[config.mk]
export PLATFORM = sky130hd
export DESIGN_NAME = dbg_creg_reader
export DESIGN_NICKNAME = d
export VERILOG_FILES = /design/src/rtl/dbg_creg_pkg.sv /design/src/rtl/dbg_creg_file.sv /design/src/rtl/dbg_word_fsm.sv /design/src/rtl/dbg_resp_enc.sv /design/src/rtl/dbg_creg_reader.sv
export SDC_FILE = /design/constraint.sdc
export NUM_CORES = 1
export LEC_CHECK = 0
export ABC_AREA = 1
export BUFFER_PORTS_ARGS = -buffer_cell sky130_fd_sc_hd__buf_2
export CORE_ASPECT_RATIO = 0.6
export CORE_MARGIN = 2
export CORE_UTILIZATION = 33
export CTS_CLUSTER_SIZE = 30
export DETAILED_ROUTE_END_ITERATION = 8
export GPL_ROUTABILITY_DRIVEN = 1
export GPL_TIMING_DRIVEN = 1
export MAX_ROUTING_LAYER = met4
export PLACE_DENSITY_LB_ADDON = 0.3
export SLEW_MARGIN = 10
export SYNTH_ARGS = -nofsm -noshare
export SYNTH_HDL_FRONTEND = slang
export SYNTH_SLANG_ARGS = --single-unit
[constraint.sdc]
create_clock -name clk_i -period 2.65 [get_ports clk_i]
set_clock_uncertainty 0.2 [all_clocks]
set_input_delay 0.1325 -clock clk_i [delete_from_list [all_inputs] [get_ports clk_i]]
set_output_delay 0.1325 -clock clk_i [all_outputs]
set_load 0.02 [all_outputs]
[src/rtl/dbg_creg_pkg.sv]
package dbg_creg_pkg;

  localparam int unsigned WORD_W = 16;
  localparam int unsigned SEL_W  = 32;
  localparam int unsigned RESP_W = WORD_W + 1;

  localparam logic [WORD_W-1:0] NRDY_CODE = 16'h0000;
  localparam logic [WORD_W-1:0] BERR_CODE = 16'h0001;

  typedef enum logic [2:0] {
    ST_CMD,
    ST_ADR_HI,
    ST_ADR_LO,
    ST_READ,
    ST_RES_HI,
    ST_RES_LO,
    ST_BERR
  } fsm_state_e;

  typedef enum logic [1:0] {
    RK_NRDY,
    RK_BERR,
    RK_DATA
  } resp_kind_e;

  function automatic int unsigned creg_width(int unsigned k);
    return 32 - 8 * (k % 4);
  endfunction

  function automatic logic [SEL_W-1:0] creg_mask(int unsigned k);
    int unsigned w;
    w = creg_width(k);
    if (w >= 32) return '1;
    return (32'h1 << w) - 32'h1;
  endfunction

  function automatic logic [SEL_W-1:0] creg_value(int unsigned k);
    logic [SEL_W-1:0] raw;
    raw = 32'h1357_9BDF * (k + 1);
    return raw & creg_mask(k);
  endfunction

endpackage

[src/rtl/dbg_creg_file.sv]
module dbg_creg_file
  import dbg_creg_pkg::*;
#(
  parameter int unsigned      N_REGS      = 4,
  parameter int unsigned      WAIT_CYCLES = 3,
  parameter logic [SEL_W-1:0] SEL_BASE    = 32'h0000_0C00,
  parameter int unsigned      SEL_STRIDE  = 4
) (
  input  logic             clk_i,
  input  logic             rst_ni,
  input  logic             req_i,
  input  logic [SEL_W-1:0] sel_i,
  output logic             ack_o,
  output logic             err_o,
  output logic [SEL_W-1:0] rdata_o
);

  localparam int unsigned CNT_W = (WAIT_CYCLES > 0) ? $clog2(WAIT_CYCLES + 1) : 1;

  logic             busy_q;
  logic [CNT_W-1:0] cnt_q;
  logic [SEL_W-1:0] sel_q;
  logic [N_REGS-1:0] hit;
  logic [SEL_W-1:0] data_k [N_REGS];
  logic [SEL_W-1:0] rd_mux;

  always_ff @(posedge clk_i or negedge rst_ni) begin
    if (!rst_ni) begin
      busy_q <= 1'b0;
      cnt_q  <= '0;
      sel_q  <= '0;
    end else if (req_i) begin
      busy_q <= 1'b1;
      cnt_q  <= CNT_W'(WAIT_CYCLES);
      sel_q  <= sel_i;
    end else if (busy_q) begin
      if (cnt_q == '0) busy_q <= 1'b0;
      else             cnt_q  <= cnt_q - 1'b1;
    end
  end

  assign ack_o = busy_q && (cnt_q == '0);

  for (genvar k = 0; k < N_REGS; k++) begin : g_reg
    localparam logic [SEL_W-1:0] CODE = SEL_BASE + SEL_W'(SEL_STRIDE * k);
    assign hit[k]    = (sel_q == CODE);
    assign data_k[k] = hit[k] ? creg_value(k) : '0;
  end

  always_comb begin
    rd_mux = '0;
    for (int k = 0; k < N_REGS; k++) rd_mux = rd_mux | data_k[k];
  end

  assign err_o   = ack_o && !(|hit);
  assign rdata_o = ack_o ? rd_mux : '0;

  AST_NO_REQ_BUSY: assert property (@(posedge clk_i) disable iff (!rst_ni)
    req_i |-> !busy_q);

  AST_ERR_NO_DATA: assert property (@(posedge clk_i) disable iff (!rst_ni)
    (ack_o && err_o) |-> (rdata_o == '0));

endmodule

[src/rtl/dbg_word_fsm.sv]
module dbg_word_fsm
  import dbg_creg_pkg::*;
#(
  parameter logic [WORD_W-1:0] CMD_OPCODE = 16'h2D80
) (
  input  logic              clk_i,
  input  logic              rst_ni,
  input  logic              xchg_i,
  input  logic [WORD_W-1:0] word_i,
  output logic              req_o,
  output logic [SEL_W-1:0]  sel_o,
  input  logic              ack_i,
  input  logic              err_i,
  input  logic [SEL_W-1:0]  rdata_i,
  output resp_kind_e        kind_o,
  output logic [WORD_W-1:0] data_o
);

  fsm_state_e        state_q, state_d;
  resp_kind_e        kind_q, kind_d;
  logic [WORD_W-1:0] data_q, data_d;
  logic [WORD_W-1:0] lo_q, lo_d;
  logic [WORD_W-1:0] hi_q, hi_d;
  logic              is_cmd;

  assign is_cmd = (word_i == CMD_OPCODE);
  assign req_o  = xchg_i && (state_q == ST_ADR_LO);
  assign sel_o  = {hi_q, word_i};

  always_comb begin
    state_d = state_q;
    kind_d  = kind_q;
    data_d  = data_q;
    lo_d    = lo_q;
    hi_d    = hi_q;
    unique case (state_q)
      ST_CMD: begin
        if (xchg_i && is_cmd) state_d = ST_ADR_HI;
      end
      ST_ADR_HI: begin
        if (xchg_i) begin
          hi_d    = word_i;
          state_d = ST_ADR_LO;
        end
      end
      ST_ADR_LO: begin
        if (xchg_i) state_d = ST_READ;
      end
      ST_READ: begin
        // host words during the wait are dropped
        if (ack_i) begin
          if (err_i) begin
            kind_d  = RK_BERR;
            state_d = ST_BERR;
          end else begin
            kind_d  = RK_DATA;
            data_d  = rdata_i[SEL_W-1:WORD_W];
            lo_d    = rdata_i[WORD_W-1:0];
            state_d = ST_RES_HI;
          end
        end
      end
      ST_RES_HI: begin
        if (xchg_i) begin
          data_d  = lo_q;
          state_d = ST_RES_LO;
        end
      end
      ST_RES_LO, ST_BERR: begin
        // final frame's exchange carries the next command
        if (xchg_i) begin
          kind_d  = RK_NRDY;
          data_d  = '0;
          state_d = is_cmd ? ST_ADR_HI : ST_CMD;
        end
      end
      default: state_d = ST_CMD;
    endcase
  end

  always_ff @(posedge clk_i or negedge rst_ni) begin
    if (!rst_ni) begin
      state_q <= ST_CMD;
      kind_q  <= RK_NRDY;
      data_q  <= '0;
      lo_q    <= '0;
      hi_q    <= '0;
    end else begin
      state_q <= state_d;
      kind_q  <= kind_d;
      data_q  <= data_d;
      lo_q    <= lo_d;
      hi_q    <= hi_d;
    end
  end

  assign kind_o = kind_q;
  assign data_o = data_q;

  AST_NRDY_WHILE_BUSY: assert property (@(posedge clk_i) disable iff (!rst_ni)
    (state_q inside {ST_ADR_HI, ST_ADR_LO, ST_READ}) |-> (kind_q == RK_NRDY));

  AST_ACK_ONLY_IN_READ: assert property (@(posedge clk_i) disable iff (!rst_ni)
    ack_i |-> (state_q == ST_READ));

  AST_REQ_TO_READ: assert property (@(posedge clk_i) disable iff (!rst_ni)
    req_o |=> (state_q == ST_READ));

  AST_LO_AFTER_HI: assert property (@(posedge clk_i) disable iff (!rst_ni)
    (state_q == ST_RES_LO) |-> ($past(state_q) == ST_RES_HI));

  AST_ERR_TO_BERR: assert property (@(posedge clk_i) disable iff (!rst_ni)
    (state_q == ST_READ && ack_i && err_i) |=> (kind_q == RK_BERR));

endmodule

[src/rtl/dbg_resp_enc.sv]
module dbg_resp_enc
  import dbg_creg_pkg::*;
(
  input  resp_kind_e        kind_i,
  input  logic [WORD_W-1:0] data_i,
  output logic [RESP_W-1:0] resp_o
);

  always_comb begin
    unique case (kind_i)
      RK_NRDY: resp_o = {1'b1, NRDY_CODE};
      RK_BERR: resp_o = {1'b1, BERR_CODE};
      default: resp_o = {1'b0, data_i};
    endcase
  end

endmodule

[src/rtl/dbg_creg_reader.sv]
module dbg_creg_reader
  import dbg_creg_pkg::*;
#(
  parameter int unsigned       N_REGS      = 4,
  parameter int unsigned       WAIT_CYCLES = 3,
  parameter logic [31:0]       SEL_BASE    = 32'h0000_0C00,
  parameter int unsigned       SEL_STRIDE  = 4,
  parameter logic [15:0]       CMD_OPCODE  = 16'h2D80
) (
  input  logic        clk_i,
  input  logic        rst_ni,
  input  logic        xchg_i,
  input  logic [15:0] word_i,
  output logic [16:0] resp_o
);

  logic              req;
  logic [SEL_W-1:0]  sel;
  logic              ack;
  logic              err;
  logic [SEL_W-1:0]  rdata;
  resp_kind_e        kind;
  logic [WORD_W-1:0] data;

  dbg_word_fsm #(
    .CMD_OPCODE(CMD_OPCODE)
  ) u_fsm (
    .clk_i  (clk_i),
    .rst_ni (rst_ni),
    .xchg_i (xchg_i),
    .word_i (word_i),
    .req_o  (req),
    .sel_o  (sel),
    .ack_i  (ack),
    .err_i  (err),
    .rdata_i(rdata),
    .kind_o (kind),
    .data_o (data)
  );

  dbg_creg_file #(
    .N_REGS     (N_REGS),
    .WAIT_CYCLES(WAIT_CYCLES),
    .SEL_BASE   (SEL_BASE),
    .SEL_STRIDE (SEL_STRIDE)
  ) u_file (
    .clk_i  (clk_i),
    .rst_ni (rst_ni),
    .req_i  (req),
    .sel_i  (sel),
    .ack_o  (ack),
    .err_o  (err),
    .rdata_o(rdata)
  );

  dbg_resp_enc u_enc (
    .kind_i(kind),
    .data_i(data),
    .resp_o(resp_o)
  );

  AST_FRAME_CODE: assert property (@(posedge clk_i) disable iff (!rst_ni)
    resp_o[16] |-> (resp_o[15:1] == '0));

endmodule

Word level (Yosys, flattened, before mapping). Cells that the tools add are included.

Latch bits: 0. Memories: 0. RAM bits: 0. Bits in registers: 88. Memory bits (read-only): 0. Input port bits: 19.

Reductions and logical operators: 19. Multiplexer cells: 29. Bitwise operators: 4. $lt $le $gt $ge: 0. Shift operators: 0. Div/mod/pow operators: 0. Multiply operators: 0. $add $sub $neg: 1. Equality and inequality tests: 20.

Operators with widths (count): $eq 32x12->1 const B (4); $or 32x32->32 (3); $mux 16 (5); $pmux 16 s3 (1); $pmux 17 s2 (1); $mux 29 (1); $mux 24 (1); $mux 3 (6); $pmux 3 s6 (1); $eq 16x14->1 const B (1); $mux 2 (7); $ne 2x2->1 const B (6); $eq 3x3->1 const B (3); $mux 7 (1); $eq 3x2->1 const B (2); $reduce_and 3->1 (2); $reduce_and 6->1 (1); $reduce_and 5->1 (1); $logic_and 1x1->1 (4); $logic_not 2->1 (2); $mux 1 (4); $ne 2x1->1 const B (2); $pmux 2 s2 (1); $reduce_and 2->1 (2); 10 further kinds (11).

Logic depth before layout (Yosys ltp). Gate-level depths: netlist (run 1).

Depth in word-level cells: 8. Depth in mapped cells: 13.

Hierarchy. Synthesis (run 1) repeated with hierarchy kept, for this count alone.

Cell total of the unflattened synthesis: 585. Area total of the unflattened synthesis: 4590.7 sq um.

By module, submodules not included: dbg_word_fsm (cells each 310, times used 1, area an instance 2638.8 sq um, sequential area each 1326.3 sq um); dbg_creg_file (cells each 239, times used 1, area an instance 1795.5 sq um, sequential area each 875.8 sq um); dbg_resp_enc (cells each 36, times used 1, area an instance 156.4 sq um, sequential area each 0.0 sq um).

Worst setup path after synthesis (run 1). Ideal clock, no wire load.

Path kind: register to register. Start point: register u_file.sel_q[1]. End point: register u_fsm.data_q[11] (netlist: u_fsm.data_o[11]). Required time: 2.333 ns. Slack: 0.970 ns. Library setup time: 0.117 ns. Stages on the path, launching flop included: 12. Data arrival time: 1.363 ns. Period minus slack after synthesis: 1.680 ns. Path through: dfrtp_1 -> nor2_2 -> nand3_1 -> nor2_1 -> nand2_1 -> nor2_1 -> nand2_1 -> nand2_2 -> inv_4 -> buf_4 -> nand4_1 -> nand2_1.

Word-level cells in the longest chain between the ends: 6. Elaborated cells on any way between the ends: 9. Classes of those cells: eq/ne (5); reduce/logical (4).

RTL lines: start, declared (line dbg_creg_file.sv:22) `logic [SEL_W-1:0] sel_q;`; start signal, assigned (line dbg_creg_file.sv:35) `sel_q <= sel_i;`; $eq 32x12->1 (line dbg_creg_file.sv:46) `assign hit[k] = (sel_q == CODE);`; $reduce_or 4->1 * (line dbg_creg_file.sv:55) `assign err_o = ack_o && !(|hit);`; $logic_not 1->1 * (line dbg_creg_file.sv:55); $logic_and 1x1->1 * (line dbg_creg_file.sv:55); $ne 2x2->1 (no line) *; $reduce_and 5->1 (no line) *; end signal, assigned (line dbg_word_fsm.sv:91) `data_q <= data_d;`; end, declared (line dbg_word_fsm.sv:21) `logic [WORD_W-1:0] data_q, data_d;`.

Mark *: on every way between the ends. The rest lies on a longest branch, timed or not. A chain may end at the register's enable or synchronous reset.

Final worst setup path (run 1).
Start point: register u_file.sel_q[21]. End point: register u_fsm.lo_q[1].

Word-level cells in the longest chain between the ends: 6. Elaborated cells on any way between the ends: 14. Classes of those cells: eq/ne (4); mux (2); bitwise (4); reduce/logical (4).

RTL lines: $eq 32x12->1 (line dbg_creg_file.sv:46); $reduce_or 4->1 (line dbg_creg_file.sv:55); $logic_not 1->1 (line dbg_creg_file.sv:55); $logic_and 1x1->1 (line dbg_creg_file.sv:55); $not 1->1 (no line); $reduce_and 3->1 (no line); end signal, assigned (line dbg_word_fsm.sv:92) `lo_q <= lo_d;`; end, declared (line dbg_word_fsm.sv:22) `logic [WORD_W-1:0] lo_q, lo_d;`.

Parallel ways exist; a longest one is shown, timed or not.

==> results of run 1 <==
==> report_power, final <==
part	internal, uW	switching [uW]
clock	779	459
combinational	467	699
sequential	1580	260
==> worst min-delay path by stage <==
stage | cells after the start | slack, ps | endpoint
2_1_floorplan | 0 | -360 | u_file.busy_q
3_3_place_gp | 1 | 140 | u_fsm.hi_q[8]
3_5_place_dp | 1 | 150 | u_fsm.hi_q[8]
4_1_cts | 1 | 270 | u_fsm.lo_q[4]
5_1_grt | 1 | 280 | u_fsm.lo_q[4]
6_report | 1 | 270 | u_fsm.lo_q[4]
==> kinds of logic (layout without fill, tap and decap cells) <==
family / count (synthesis) / count (layout) / synth area share
flops: 78 / 78 / 0.5251
buf+inv: 87 / 142 / 0.09660
simple gates: 222 / 222 / 0.2545
compound gates: 52 / 52 / 0.07203
fa+ha+maj: 1 / 1 / 0.003365
mux: 16 / 16 / 0.04847
==> repair_timing <==
action,CTS,global route
resized for setup,0,0
hold buffers,18,0
hold endpoints to repair,111,0
setup endpoints to repair,0,0
==> worst max-delay path, cell delays in order (launching register included) <==
cell	delay, ps
dfrtp_1	380
nor2_1	130
nand2_1	70
nor2_1	170
nand2_1	170
a21oi_1	190
nand2_2	250
nand2_1	250
nand2_1	80
nand2_1	60
inv_1	30
==> stage by stage <==
stage / power (uW) / cells / worst slack (ps) / hold slack (ps)
after detailed placement: 3004 / 616 / 596.5 / 153.1
after global placement: 2942 / 616 / 633.5 / 144.8
after floorplan: 2684 / 456 / 970.0 / -363.1
after global routing: 4572 / 650 / 359.4 / 283.3
final: 4240 / 650 / 561.5 / 271.1
after CTS: 4280 / 650 / 559.0 / 274.7
==> placed cells by master, fill, tap and decap left out <==
cell,synthesis,routed
nand2_1,134,134
dfrtp_1,78,78
inv_1,69,69
nor2_1,48,48
o21ai_0,46,46
buf_2,3,34
dlygate4sd3_1,0,18
nand4_1,17,17
mux2_2,16,16
nand3_1,9,9
clkbuf_16,0,9
nand2_2,3,3
nor2_2,2,2
nor2_4,2,2
a21oi_1,2,2
nor3_1,2,2
clkbuf_1,7,2
clkbuf_8,0,2
buf_4,4,2
inv_2,1,1
nand3_2,1,1
inv_4,1,1
or2_2,1,1
nand3_4,1,1
o211ai_1,1,1
nand3b_1,1,1
nor4_1,1,1
a31oi_1,1,1
a22oi_1,1,1
o22ai_1,1,1
ha_1,1,1
clkinv_2,0,1
bufinv_16,0,1
clkinvlp_4,0,1
buf_12,0,1
==> Yosys cell counts <==
| cell type | instances |
|---|---|
| a31oi_1 | 1 |
| o22ai_1 | 1 |
| a21oi_1 | 2 |
| nor2_2 | 2 |
| buf_8 | 1 |
| inv_4 | 1 |
| nand3b_1 | 1 |
| nand2_1 | 134 |
| clkbuf_1 | 7 |
| nor4_1 | 1 |
| or2_2 | 1 |
| nor2_1 | 48 |
| nand4_1 | 17 |
| a22oi_1 | 1 |
| ha_1 | 1 |
| nand3_1 | 9 |
| buf_1 | 1 |
| nand3_4 | 1 |
| nand2_2 | 3 |
| mux2_2 | 16 |
| o211ai_1 | 1 |
| dfrtp_1 | 78 |
| buf_4 | 4 |
| nor2_4 | 2 |
| inv_1 | 69 |
| nand3_2 | 1 |
| o21ai_0 | 46 |
| buf_2 | 3 |
| nor3_1 | 2 |
| inv_2 | 1 |
==> registers in the layout, indices dropped and copies added, names as in the netlist <==
| signal | flops |
|---|---|
| u_file.busy_q | 1 |
| u_file.cnt_q | 2 |
| u_file.sel_q | 32 |
| u_fsm.data_o | 13 |
| u_fsm.hi_q | 16 |
| u_fsm.kind_o | 2 |
| u_fsm.lo_q | 9 |
| u_fsm.state_q | 3 |
==> per-layer routing <==
layer | routed length (um) | vias up | track usage
li1 | - | 1526 | -
met1 | 4186 | 1401 | 0.2063
met2 | 3199 | 57 | 0.2022
met3 | 407 | 7 | 0.04641
met4 | 85 | 0 | 0.05091
met5 | 0 | - | -
==> final cells by class <==
class,count,area share
clock buffer,13,0.05797
inverter,71,0.05992
sequential,78,0.4348
timing repair buffer,55,0.08584
clock inverter,3,0.009476
multi-input combinational,291,0.3133
tap,139,0.03874
==> summary.txt, run 1 <==
Logic synthesis
  • Synth warn: 0
  • Area share of the largest cell type after synthesis: 0.5251
  • Cells after Synth: 456
  • Top cells by area, synth: dfrtp_1 (53%), nand2_1 (14%), inv_1 (7.0%), o21ai_0 (6.2%), mux2_2 (4.8%)
  • Average cell area after synthesis: 8.152 um^2
  • Yosys top cell by area: dfrtp_1
  • Synthesized cell area: 3717 um^2
  • Mapped Nets: about 480
  • Register area share after synthesis: 0.5251
  • Yosys cell types: 30
  • Synth Register Bits: 78

Finish
  • N_diodes: 0
  • Final Util: 0.4166
  • Final instance area: 4489 um^2
  • Fraction of layout instances using a drive strength above 1: 0.1546
  • Nets: 526
  • Register area: 1952 um^2
  • Fillers: 1081
  • Area delta synth->final: 20.77%
  • Area of the multi-input gates: 1406 um^2

Worst setup path
  • Critical Path AT: 2120 ps
  • Critical path required time: 2680 ps
  • Setup crit start: u_file.sel_q[21]
  • Worst Path Max Fanout: 17
  • Critical Path End Type: flip-flop
  • Startpoint Class: flip-flop
  • FF-to-FF End: u_fsm.lo_q[1]
  • R2R cell count: 10
  • Crit path kind: flip-flop to flip-flop
  • Reg-to-Reg Start: u_file.sel_q[21]
  • Worst Setup EP: u_fsm.lo_q[1]
  • Flop-to-flop setup slack: 560 ps

GRT
  • Congestion Overflow GR: 0
  • Tot GR Track Use: 0.1476
  • Initial antenna violation count: 0
  • First-pass GRT wire length: approximately 14000 um
  • Pin count of the biggest net entering global routing: 79
  • Vias in the first global route: 2894

Floorplan
  • Core ar.: approximately 11000 um^2
  • Core Rows: 29
  • Die Span X: 141.0 um
  • Initial cell density of the core: 0.3449
  • Die H: 86.21 um
  • Top Ports: 36
  • Full die area: ~12000 um^2

Run status
  • Run status: completed

Routing
  • Pre-antenna DRT Iters: 5
  • DR DRC count: 0
  • DR vias/cell: 4.602
  • Routed Antenna Nets: 0
  • WL/cell: about 12 um
  • Via count: ~3000
  • DR iter-0 viols: 153
  • WL final: 7878 um

Placed design
  • Placer Congestion: 0.8396
  • Post-DP HPWL: ~5600 um
  • Port-buffer cells: 35
  • Post-place instance area: approximately 4000 um^2

STA
  • Post-route minimum period: 2088 ps
  • Worst-margin pin slew: 959.7 ps
  • Hold Vio Cnt, Final: 0
  • Slew Viols, Final: 0
  • RSZ-0062 raised after global routing: no
  • Setup violators final: 0
  • Relative slew slack: 0.3602
  • F_max: 478.8 MHz
  • Fin crit share: 0.7881
  • Setup tns final: 0 ps

Clock network
  • Worst skew pair latency: about 340 ps
  • Clk sinks: a little under 80
  • Clock root buffer: clkbuf_16
  • Setup Buffers After CTS: 0
  • Inserted Clock Buffers: 9
  • TritonCTS clock tree: built
  • H-tree depth: 3
  • Clock transition at the registers of the reported paths: 50 ps
  • Clock Tree Buf Depth: 2

Power
  • Leakage Power: 0.002430 uW
  • Power per cell area: roughly 940 nW/um^2
  • Peak supply drop: 0.3323 mV

Hold path
  • Hold Crit Class: flip-flop to flip-flop
  • Hold_sp: u_fsm.lo_q[4]

Run
  • Max-cap viol count: 0
(Power assumes the default switching activity.)
==> run 2, diff against run 1 <==
--- a/config.mk
+++ b/config.mk
@@ -5,7 +5,7 @@
 export SDC_FILE = /design/constraint.sdc
 export NUM_CORES = 1
 export LEC_CHECK = 0
-export ABC_AREA = 1
+export ABC_AREA = 0
 export BUFFER_PORTS_ARGS = -buffer_cell sky130_fd_sc_hd__buf_2
 export CORE_ASPECT_RATIO = 0.6
 export CORE_MARGIN = 2
==> constraint.sdc (replaced) <==
create_clock -name clk_i -period 2 [get_ports clk_i]
set_clock_uncertainty 0.2 [all_clocks]
set_input_delay 0.1 -clock clk_i [delete_from_list [all_inputs] [get_ports clk_i]]
set_output_delay 0.1 -clock clk_i [all_outputs]
set_load 0.02 [all_outputs]
==> run 2 against run 1 <==
Net effect:
- the flow now finishes with violations (negative setup slack)
- via count shrank 20%
- synthesized cell count down 40%
- count of clock-buffer cells in the layout decreased by 2
- final cell count decreased by 25%
- area after synthesis fell by 2.7%
- total power is 49% higher
- worst hold slack got worse by 200 ps
- first-iteration DRC count is 27% lower
- critical path depth shrank 5
- sequential cell count unchanged
- utilization grew 2.5 points
- largest cell class unchanged
- highest routed layer unchanged
==> summary.txt, run 2 <==
Logic synthesis
  • Post-synthesis compound-gate area fraction: 0.07229 (was 0.07203)
  • Area share of the largest cell type after synthesis: 0.5396 (was 0.5251)
  • Top post-synthesis cells by count: dfrtp_1 (78), mux2_2 (54), nand2_1 (14), a31oi_1 (12), and2_1 (10) (was nand2_1 (134), dfrtp_1 (78), inv_1 (69), nor2_1 (48), o21ai_0 (46))
  • Post-synthesis simple-gate area fraction: 0.1363 (was 0.2545)
  • Cells after Synth: 273 (was 456)
  • Yosys cell types: 46 (was 30)
  • Synth warn: 0 (unchanged)
  • Top cells by area, synth: dfrtp_1 (54%), mux2_2 (17%), nor4_4 (2.4%), buf_6 (2.2%), a31oi_1 (2.1%) (was dfrtp_1 (53%), nand2_1 (14%), inv_1 (7.0%), o21ai_0 (6.2%), mux2_2 (4.8%))
  • Post-synth ARST share: 1.000 (unchanged)
  • Synthesized cell area: 3617 um^2 (was 3717 um^2)
  • Mapped Nets: 293 (was 476)
  • Adder-cell area share of the yosys netlist: 0.006226 (was 0.003366)
  • Average cell area after synthesis: 13.25 um^2 (was 8.152 um^2)
  • Register area share after synthesis: 0.5396 (was 0.5251)
  • Xor/xnor share of the synthesized area: 0.004843 (was 0)
  • Ys flop type: dfrtp_1 (unchanged)
  • Largest family of logic cells by synthesized area: multiplexers (was simple AND/OR/NAND/NOR gates)
  • Post-synth EDFFs: 0 (unchanged)
  • Synth Register Bits: 78 (unchanged)
  • Count leader, synth: dfrtp_1 (was nand2_1)
  • Yosys top cell by area: dfrtp_1 (unchanged)
  • Mux cell area share after synthesis: 0.1851 (was 0.04847)

Worst setup path
  • Flop-to-flop setup slack: -30 ps (was 560 ps)
  • R2R cell count: 5 (was 10)
  • Crit path kind: flip-flop to flip-flop (unchanged)
  • Reg-to-Reg Start: u_file.sel_q[0] (was u_file.sel_q[21])
  • Critical path required time: 2020 ps (was 2680 ps)
  • Slowest stage delay, CP: 410 ps (was 380 ps)
  • Crit path max-delay cell type: dfrtp_1 (unchanged)
  • Worst Setup EP: u_fsm.data_o[1] (was u_fsm.lo_q[1])
  • Setup crit start: u_file.sel_q[0] (was u_file.sel_q[21])
  • Critical Path AT: 2060 ps (was 2120 ps)
  • Critical Path End Type: flip-flop (unchanged)
  • Worst Path Max Fanout: 3 (was 17)
  • Startpoint Class: flip-flop (unchanged)
  • FF-to-FF End: u_fsm.data_o[1] (was u_fsm.lo_q[1])
  • Crit path cell chain: nor4_4 > nand4_1 > buf_4 > o31ai_4 > mux2_2 (was nor2_1 > nand2_1 > nor2_1 > nand2_1 > a21oi_1 > nand2_2 > nand2_1 > nand2_1 > nand2_1 > inv_1)

Placed design
  • Port-buffer cells: 35 (unchanged)
  • Placer Congestion: 0.7650 (was 0.8396)
  • Setup slack after placement: -163.6 ps (was 596.5 ps)
  • Post-DP HPWL: 5443 um (was 5595 um)

Run
  • Max-cap viol count: 0 (unchanged)

Clock network
  • H-tree depth: 3 (unchanged)
  • Inserted Clock Buffers: 9 (unchanged)
  • TritonCTS clock tree: built (unchanged)
  • Clock root buffer: clkbuf_16 (unchanged)
  • Clock Tree Buf Depth: 2 (unchanged)
  • Clk sinks: 78 (unchanged)
  • Clock transition at the registers of the reported paths: 60 ps (was 50 ps)
  • Worst skew pair latency: 340 ps (about the same)

Floorplan
  • Core ar.: 10630 um^2 (was 10780 um^2)
  • Core Rows: 29 (unchanged)
  • Die H: 85.10 um (was 86.21 um)
  • Full die area: 11840 um^2 (was 12160 um^2)
  • Top Ports: 36 (unchanged)
  • Initial cell density of the core: 0.3402 (was 0.3449)
  • Die Span X: 139.2 um (was 141.0 um)

Routing
  • WL/cell: 16.59 um (was 12.12 um)
  • DR DRC count: 0 (unchanged)
  • WL final: 8047 um (was 7878 um)
  • Via count: 2392 (was 2991)
  • Routed Antenna Nets: 0 (unchanged)
  • DR iter-0 viols: 111 (was 153)
  • DR vias/cell: 4.932 (was 4.602)
  • Pre-antenna DRT Iters: 4 (was 5)

GRT
  • First-pass GRT wire length: 13120 um (was 13600 um)
  • M3 GR Usage: 0.04684 (was 0.04641)
  • Initial antenna violation count: 0 (unchanged)
  • Tot GR Track Use: 0.1485 (was 0.1476)
  • GR Layer Usage met1: 0.2188 (was 0.2063)
  • Congestion Overflow GR: 0 (unchanged)
  • Vias in the first global route: 2403 (was 2894)
  • Grt met2 use: 0.1930 (was 0.2022)
  • Pin count of the biggest net entering global routing: 38 (was 79)
  • GRT busiest layer: met1 (unchanged)

Finish
  • Most frequent cells in the layout: dfrtp_1 (77), mux2_2 (49), buf_2 (34), dlygate4sd3_1 (18), buf_4 (15) (was nand2_1 (134), dfrtp_1 (78), inv_1 (69), nor2_1 (48), o21ai_0 (46))
  • Area delta synth->final: 29.92% (was 20.77%)
  • Max FFs per register: 32 (unchanged)
  • Nets: 361 (was 526)
  • Most common cell after layout, fill and taps aside: dfrtp_1 (was nand2_1)
  • N_diodes: 0 (unchanged)
  • Largest Register: u_file.sel_q (unchanged)
  • Fraction of layout instances using a drive strength above 1: 0.4393 (was 0.1546)

STA
  • Setup violators final: 5 (was 0)
  • Hold Vio Cnt, Final: 0 (unchanged)
  • Final worst slack: -33.60 ps (was 561.5 ps)
  • RSZ-0062 raised after global routing: yes (was no)
  • F_max: 491.7 MHz (was 478.8 MHz)
  • Relative slew slack: 0.6748 (was 0.3602)
  • Slew Viols, Final: 0 (unchanged)
  • Worst-margin pin slew: 487.8 ps (was 959.7 ps)
  • Fin crit share: 1.017 (was 0.7881)
  • Post-route minimum period: 2034 ps (was 2088 ps)
  • Setup tns final: -81.34 ps (was 0 ps)

Power
  • Total design power: 6333 uW (was 4240 uW)
  • Peak supply drop: 0.6000 mV (was 0.3323 mV)
  • Leakage Power: 0.002054 uW (was 0.002430 uW)
  • Power per cell area: 1348 nW/um^2 (was 944.4 nW/um^2)

Run status
  • Failing checks: negative setup slack
  • Run status: finished with violations (was completed)

Hold path
  • Hold Crit Class: primary input to asynchronous set/reset pin (was flip-flop to flip-flop)
==> run 2: cell types whose count changed after synthesis, moves of 11 or more <==
cell	delta
nand4_1	-15
nand2_1	-120
inv_1	-60
mux2_2	+38
o21ai_0	-45
nor2_1	-40
a31oi_1	+11
==> run 2: worst min-delay path by stage <==
| stage | cells past startpoint | from | endpoint | slack [ps] |
|---|---|---|---|---|
| after floorplan | 0 | rst_ni | u_file.busy_q | -400 |
| after global placement | 1 | rst_ni | u_fsm.data_o[7] | -100 |
| after detailed placement | 1 | rst_ni | u_fsm.data_o[7] | -100 |
| after CTS | 2 | rst_ni | u_fsm.data_o[7] | 80 |
| after global routing | 2 | rst_ni | u_fsm.data_o[3] | 120 |
| final | 2 | rst_ni | u_fsm.data_o[7] | 70 |
==> run 2: stage by stage <==
step | cells | utilization | instance area [um^2] | hold slack [ps]
final | 485 | 0.4420 | 4700 | 69.04
after global routing | 485 | 0.4420 | 4700 | 120.9
after CTS | 480 | 0.4318 | 4591 | 81.33
after detailed placement | 444 | 0.3761 | 3999 | -99.16
after global placement | 444 | 0.3761 | 3999 | -103.4
after floorplan | 273 | - | 3617 | -395.6
==> run 2: cell type report <==
type / instances / area (um^2)
tap: 139 / 173.9
multi-input combinational: 165 / 1546
clock inverter: 5 / 82.58
timing repair buffer: 78 / 666.9
fill: 972 / 5932
clock buffer: 11 / 242.7
sequential: 78 / 1953
inverter: 9 / 33.78
==> run 2: cells by family (layout without fill, tap and decap cells) <==
logic type      Yosys count  count (layout)
compound gates           34              34
fa+ha+maj                 2               2
buf+inv                  30             103
simple gates             67              67
flops                    78              78
mux                      60              60
xor+xnor                  2               2
==> run 2: repair_timing <==
item,4_1_cts,5_1_grt
gates resized for setup,14,8
setup endpoints to repair,21,55
hold buffers,18,0
pin swaps,4,4
gates cloned,0,2
endpoints found under the hold margin,111,0
setup buffers,2,3
==> run 2: metal layers <==
metal,vias to the layer above,part of all wire
met5,-,0
met4,0,0.0063
met3,6,0.047
met2,53,0.41
met1,1202,0.53
li1,1131,-
==> run 2: power breakdown <==
group	leakage [uW]	switching [uW]	internal (uW)
Clock	0.000160	643	1130
Sequential	0.000960	524	2250
Combinational	0.000934	733	1060
Total	0.00205	1900	4430
==> run 2: critical path: cells and delay by family (launching register included) <==
family	cells	cell delay, ps
AO/OA/AOI/OAI	1	220
buffers and inverters	1	200
multiplexers	1	360
AND/OR/NAND/NOR	2	520
flip-flops	1	410
